**config.mk**
```make
export PLATFORM = sky130hd
export DESIGN_NAME = bus_release_interlock
export DESIGN_NICKNAME = d
export VERILOG_FILES = /design/src/rtl/bri_pkg.sv /design/src/rtl/bri_req_sync.sv /design/src/rtl/bri_power_fsm.sv /design/src/rtl/bri_release_arb.sv /design/src/rtl/bus_release_interlock.sv
export SDC_FILE = /design/constraint.sdc
export NUM_CORES = 1
export LEC_CHECK = 0
export ABC_AREA = 1
export BUFFER_PORTS_ARGS = -buffer_cell sky130_fd_sc_hd__buf_2
export CORE_ASPECT_RATIO = 1.2
export CORE_UTILIZATION = 50
export CTS_CLUSTER_DIAMETER = 150
export CTS_CLUSTER_SIZE = 16
export DETAILED_ROUTE_END_ITERATION = 7
export PLACE_DENSITY = 0.84
export SETUP_SLACK_MARGIN = 0.3
export SLEW_MARGIN = 20
export SYNTH_ARGS = -nofsm -noshare
export SYNTH_HDL_FRONTEND = slang
export SYNTH_SLANG_ARGS = --single-unit
```
**constraint.sdc**
```tcl
create_clock -name clk -period 3.25 [get_ports clk]
set_clock_uncertainty 0.15 [all_clocks]
set_input_delay 0.8125 -clock clk [delete_from_list [all_inputs] [get_ports clk]]
set_output_delay 0.8125 -clock clk [all_outputs]
set_load 0.05 [all_outputs]
```
**src/rtl/bri_pkg.sv**
```systemverilog
package bri_pkg;
   typedef enum logic [2:0] {
      PS_RUN     = 3'd0,
      PS_SLEEP   = 3'd1,
      PS_ALLSTOP = 3'd2,
      PS_STANDBY = 3'd3,
      PS_SETTLE  = 3'd4
   } pstate_e;
endpackage

```
**src/rtl/bri_req_sync.sv**
```systemverilog
module bri_req_sync #(
   parameter int STAGES     = 2,
   parameter bit ACTIVE_LOW = 1'b1
) (
   input  logic clk,
   input  logic rst_n,
   input  logic raw_i,
   output logic req_o
);
   localparam logic IDLE_LVL = ACTIVE_LOW;

   logic [STAGES-1:0] chain_q;

   always_ff @(posedge clk or negedge rst_n) begin
      if (!rst_n) chain_q[0] <= IDLE_LVL;
      else        chain_q[0] <= raw_i;
   end

   for (genvar i = 1; i < STAGES; i++) begin : g_stage
      always_ff @(posedge clk or negedge rst_n) begin
         if (!rst_n) chain_q[i] <= IDLE_LVL;
         else        chain_q[i] <= chain_q[i-1];
      end
   end

   if (ACTIVE_LOW) begin : g_low
      assign req_o = ~chain_q[STAGES-1];
   end else begin : g_high
      assign req_o = chain_q[STAGES-1];
   end
endmodule

```
**src/rtl/bri_power_fsm.sv**
```systemverilog
module bri_power_fsm
   import bri_pkg::*;
#(
   parameter int          MSTP_W     = 16,
   parameter int          SETTLE_W   = 8,
   parameter logic [MSTP_W-1:0] KEEP_MASK = 1
) (
   input  logic                clk,
   input  logic                rst_n,
   input  logic                sleep_stb_i,
   input  logic [MSTP_W-1:0]   mstop_i,
   input  logic [MSTP_W-1:0]   xmstop_i,
   input  logic                clkstop_en_i,
   input  logic                standby_sel_i,
   input  logic                wake_irq_i,
   input  logic [SETTLE_W-1:0] settle_cnt_i,
   input  logic                released_i,
   output pstate_e             state_o,
   output logic                bus_ok_o
);
   localparam logic [MSTP_W-1:0] ALL_ONES = '1;

   pstate_e             state_q, state_n;
   pstate_e             park_q, park_n, tgt_c;
   logic                parked_q, parked_n;
   logic [SETTLE_W-1:0] cnt_q, cnt_n;
   logic                deep_go;
   logic                stop_match;

   assign stop_match = clkstop_en_i && (xmstop_i == ALL_ONES)
                       && ((mstop_i | KEEP_MASK) == ALL_ONES);

   always_comb begin
      if (standby_sel_i)   tgt_c = PS_STANDBY;
      else if (stop_match) tgt_c = PS_ALLSTOP;
      else                 tgt_c = PS_SLEEP;
   end

   always_comb begin
      state_n  = state_q;
      park_n   = park_q;
      parked_n = parked_q;
      cnt_n    = cnt_q;
      deep_go  = 1'b0;
      unique case (state_q)
         PS_RUN: begin
            if (sleep_stb_i) begin
               if (tgt_c == PS_SLEEP) begin
                  state_n  = PS_SLEEP;
                  parked_n = 1'b0;
               end else if (released_i) begin
                  parked_n = 1'b1;
                  park_n   = tgt_c;
               end else begin
                  state_n  = tgt_c;
                  parked_n = 1'b0;
                  deep_go  = 1'b1;
               end
            end else if (parked_q && !released_i) begin
               state_n  = park_q;
               parked_n = 1'b0;
               deep_go  = 1'b1;
            end
         end
         PS_SLEEP, PS_ALLSTOP: begin
            if (wake_irq_i) state_n = PS_RUN;
         end
         PS_STANDBY: begin
            if (wake_irq_i) begin
               state_n = PS_SETTLE;
               cnt_n   = settle_cnt_i;
            end
         end
         PS_SETTLE: begin
            if (cnt_q == '0) state_n = PS_RUN;
            else             cnt_n   = cnt_q - 1'b1;
         end
         default: state_n = PS_RUN;
      endcase
   end

   always_ff @(posedge clk or negedge rst_n) begin
      if (!rst_n) begin
         state_q  <= PS_RUN;
         park_q   <= PS_SLEEP;
         parked_q <= 1'b0;
         cnt_q    <= '0;
      end else begin
         state_q  <= state_n;
         park_q   <= park_n;
         parked_q <= parked_n;
         cnt_q    <= cnt_n;
      end
   end

   assign state_o  = state_q;
   assign bus_ok_o = ((state_q == PS_RUN) || (state_q == PS_SLEEP)) && !deep_go;
endmodule

```
**src/rtl/bri_release_arb.sv**
```systemverilog
module bri_release_arb (
   input  logic clk,
   input  logic rst_n,
   input  logic req_i,
   input  logic bus_idle_i,
   input  logic bus_ok_i,
   input  logic rfsh_req_i,
   input  logic reqout_en_i,
   output logic grant_o,
   output logic rfsh_gnt_o,
   output logic breq_out_o
);
   logic rel_q;
   logic rf_pend_q;
   logic rf_gnt_q;
   logic rq_out_q;
   logic rf_fire;

   assign rf_fire = rf_pend_q && !rel_q;

   always_ff @(posedge clk or negedge rst_n) begin
      if (!rst_n) begin
         rel_q     <= 1'b0;
         rf_pend_q <= 1'b0;
         rf_gnt_q  <= 1'b0;
         rq_out_q  <= 1'b0;
      end else begin
         if (!rel_q) rel_q <= req_i && bus_idle_i && bus_ok_i && !rf_pend_q;
         else        rel_q <= req_i;
         rf_pend_q <= rfsh_req_i || (rf_pend_q && !rf_fire);
         rf_gnt_q  <= rf_fire;
         rq_out_q  <= reqout_en_i && rf_pend_q && rel_q;
      end
   end

   assign grant_o    = rel_q;
   assign rfsh_gnt_o = rf_gnt_q;
   assign breq_out_o = rq_out_q;
endmodule

```
**src/rtl/bus_release_interlock.sv**
```systemverilog
module bus_release_interlock
   import bri_pkg::*;
#(
   parameter int MSTP_W      = 16,
   parameter int SETTLE_W    = 8,
   parameter int SYNC_STAGES = 2,
   parameter logic [MSTP_W-1:0] KEEP_MASK = 1
) (
   input  logic                clk,
   input  logic                rst_n,
   input  logic                breq_n_i,
   input  logic                bus_idle_i,
   input  logic                sleep_stb_i,
   input  logic [MSTP_W-1:0]   mstop_i,
   input  logic [MSTP_W-1:0]   xmstop_i,
   input  logic                clkstop_en_i,
   input  logic                standby_sel_i,
   input  logic                wake_irq_i,
   input  logic [SETTLE_W-1:0] settle_cnt_i,
   input  logic                rfsh_req_i,
   input  logic                reqout_en_i,
   output logic                bus_grant_o,
   output logic [2:0]          pwr_state_o,
   output logic                breq_out_o,
   output logic                rfsh_gnt_o
);
   if (SYNC_STAGES < 2) begin : g_bad_sync
      $error("SYNC_STAGES must be at least 2");
   end
   if (MSTP_W < 2) begin : g_bad_mstp
      $error("MSTP_W must be at least 2");
   end
   if (SETTLE_W < 1) begin : g_bad_settle
      $error("SETTLE_W must be at least 1");
   end

   logic    req_s;
   logic    bus_ok;
   pstate_e state;

   bri_req_sync #(.STAGES(SYNC_STAGES), .ACTIVE_LOW(1'b1)) u_sync (
      .clk   (clk),
      .rst_n (rst_n),
      .raw_i (breq_n_i),
      .req_o (req_s)
   );

   bri_power_fsm #(.MSTP_W(MSTP_W), .SETTLE_W(SETTLE_W), .KEEP_MASK(KEEP_MASK)) u_pwr (
      .clk           (clk),
      .rst_n         (rst_n),
      .sleep_stb_i   (sleep_stb_i),
      .mstop_i       (mstop_i),
      .xmstop_i      (xmstop_i),
      .clkstop_en_i  (clkstop_en_i),
      .standby_sel_i (standby_sel_i),
      .wake_irq_i    (wake_irq_i),
      .settle_cnt_i  (settle_cnt_i),
      .released_i    (bus_grant_o),
      .state_o       (state),
      .bus_ok_o      (bus_ok)
   );

   bri_release_arb u_arb (
      .clk         (clk),
      .rst_n       (rst_n),
      .req_i       (req_s),
      .bus_idle_i  (bus_idle_i),
      .bus_ok_i    (bus_ok),
      .rfsh_req_i  (rfsh_req_i),
      .reqout_en_i (reqout_en_i),
      .grant_o     (bus_grant_o),
      .rfsh_gnt_o  (rfsh_gnt_o),
      .breq_out_o  (breq_out_o)
   );

   assign pwr_state_o = state;
endmodule

```
==> results.toml <==
[sta]
rsz0062_at_grt = "no"
drv_slew = 0
tns_ns = 0
hold_slack_ns = 0.211
setup_viol = 0
worstMarginPinSlew_ns = 0.433
slew-limit-headroom_pct = 71.1
fmax_mhz = 491
min_period_ns = 2.04
finalCritPeriodShare_pct = 62.6
hold_viol = 0

[cells_and_area]
fillers = 205
drive_above_1_share_pct = 39.9
antenna_cells = 0
multi_input_area_sq_um = 678
fin_nets = 276
area_delta_synth_final_pct = 24.6
regArea_sq_um = 504

[setup_path]
rr_startpoint = "u_pwr.state_o[1]$_DFFE_PN0P_"
critical-path-top-delay-family = "flip-flops"
path_class = "reg2out"
cp_max_fo = 5
max_stage_delay_ns = 0.46
end_kind = "output pin"
required_ns = 2.29
startpoint_type = "register"
path_buf_inv = 1
r2r_cells = 7
slowest_stage = "dfrtp_1"
crit_chain = "buf_2"
r2r_slack_ns = 1.46
arrival_ns = 1.07
r2r_end = "u_pwr.cnt_q[6]$_DFFE_PN0P_"

[power_and_ir_drop]
ir_drop_v = 0.000582
power.density_nw_per_um2 = 697
leakagePower_nw = 0.833

[logic_synthesis]
syn-num-nets = 219
yosysWarnings = 0
synth-seq-cells = 20
synth_ff_type = "dfrtp_1"
syn_area_per_cell_sq_um = 7.73
synth_area_sq_um = 1290
synthArstFlopShare_pct = 100
syn_inst = 167
synth_top_area_share_pct = 32.9
synth_edf_count = 0
synth.most_common_cell = "nand2_1"
yosysSeqAreaShare_pct = 39.1
yosys-top-cells-area = "dfrtp_1 33%, nand2_1 14%, nor2_1 6.4%"
ys_types = 31
synth_commonest_cells = "47 x nand2_1, 22 x nor2_1, 17 x dfrtp_1"
yosys.area.top_type = "dfrtp_1"

[floorplanning]
num_rows = 19
start_util_pct = 54.3
die_w_um = 48.4
ioPinCount = 56
die-area_sq_um = 2790
die_y_um = 57.7
core_sq_um = 2380

[hold_path]
hold_end = "u_sync.chain_q[1]$_DFF_PN1_"
worstHoldPathType = "reg2reg"
hold_path_depth = 0
min_from = "u_sync.chain_q[0]$_DFF_PN1_"

[clock_network]
cts_hold_buf = 0
path_clk_slew_ns = 0.11
cts_setup_buffers = 0
cts_max_path_buffers = 2
numCtsBuffers = 3
cts-resized-gates = 0
cts.sinks = 20
cts_tree = "done"
clk_latency_ns = 0.30
ctsRootBufferMaster = "clkbuf_4"
htreeDepth = 1

[global_routing]
grtUsageTotal_pct = 20.3
antenna_found_initial = 0
grt_pass1_wl_um = 4360
grt_max_degree = 21
gr-total-overflow = 0
grt_pass1_vias = 1138

[route]
vias_per_cell = 4.94
wirelength_um = 2570
antenna_left = 0
firstDrtPassIters = 4
via_count = 1256
drc = 0
drtIter0Drc = 15
wl_per_cell_um = 10.1

[placement]
place.gp.congestion = 0.818
dp_hpwl_um = 1980
numPortBuffers = 54

[flow_run]
timing.max_cap.violations = 0

[status]
status = "finished clean"
==> sequential cells by signal, indices dropped and copies added (netlist names) <==
register / cells
u_arb.breq_out_o: 1
u_arb.grant_o: 1
u_pwr.park_q: 2
u_pwr.state_o: 3
u_pwr.parked_q: 1
u_sync.chain_q: 2
u_pwr.cnt_q: 8
u_arb.rfsh_gnt_o: 1
u_arb.rf_pend_q: 1
==> cell families after synthesis <==
group,share of synthesized area [%]
buf+inv,8.43
fa+ha+maj,1.94
flops,39.1
compound gates,15.4
simple gates,35.2
==> how the worst max path moves through the flow <==
stage,slack [ns],depth (start not counted),start,end
after global placement,1.29,10,mstop_i[11],u_pwr.state_o[0]$_DFFE_PN0P_
after global routing,1.16,1,u_pwr.state_o[2]$_DFFE_PN0P_,pwr_state_o[2]
after floorplan,1.46,9,xmstop_i[13],u_pwr.state_o[1]$_DFFE_PN0P_
final,1.21,1,u_pwr.state_o[1]$_DFFE_PN0P_,pwr_state_o[1]
after detailed placement,1.26,10,mstop_i[10],u_pwr.state_o[0]$_DFFE_PN0P_
after CTS,1.20,1,u_pwr.state_o[2]$_DFFE_PN0P_,pwr_state_o[2]
==> placed cells by master, fill, tap and decap left out, drive strengths merged <==
master / netlist / final
a21oi: 5 / 5
a31oi: 5 / 5
buf: 2 / 54
clkbuf: 0 / 4
dfrtp: 17 / 17
dfstp: 3 / 3
ha: 2 / 2
inv: 21 / 21
nand2: 53 / 53
nand3: 12 / 12
nand4: 3 / 3
nor2: 26 / 26
nor3: 1 / 1
o211ai: 2 / 2
o21ai: 12 / 12
o21bai: 1 / 1
o31ai: 1 / 1
or2: 1 / 1
==> cell type report <==
class / instances / area share, %
Tap cell: 31 / 2.41
Clock buffer: 4 / 2.26
Sequential cell: 20 / 31.3
Timing Repair Buffer: 54 / 16.8
Inverter: 21 / 5.05
Multi-Input combinational cell: 124 / 42.1
==> per-stage QoR <==
step	total power (W)	cells	setup WS (ns)	util, %	cell area (sq um)
global route	0.00121	254	1.16	67.7	1610
CTS	0.00113	254	1.20	67.7	1610
global placement	0.000972	250	1.29	66.2	1570
floorplan	0.000882	167	1.46	-	1290
finish	0.00112	254	1.21	67.7	1610
detailed placement	0.000987	250	1.26	66.2	1570
==> metal layers <==
metal	part of all wire, %	vias to the layer above	track usage, %
met2	48	53	39.2
met4	2.2	0	11.3
met3	8.9	5	4.46
met1	40	554	19.9
li1	-	644	-
met5	0	-	0
==> power breakdown <==
part	switching (W)	total, W	internal, W
Sequential	0.0000642	0.000399	0.000335
Combinational	0.000383	0.000582	0.000199
Clock	0.0000724	0.000141	0.0000684
Total	0.000519	0.00112	0.000602
Power figures use the tool's default switching activity.
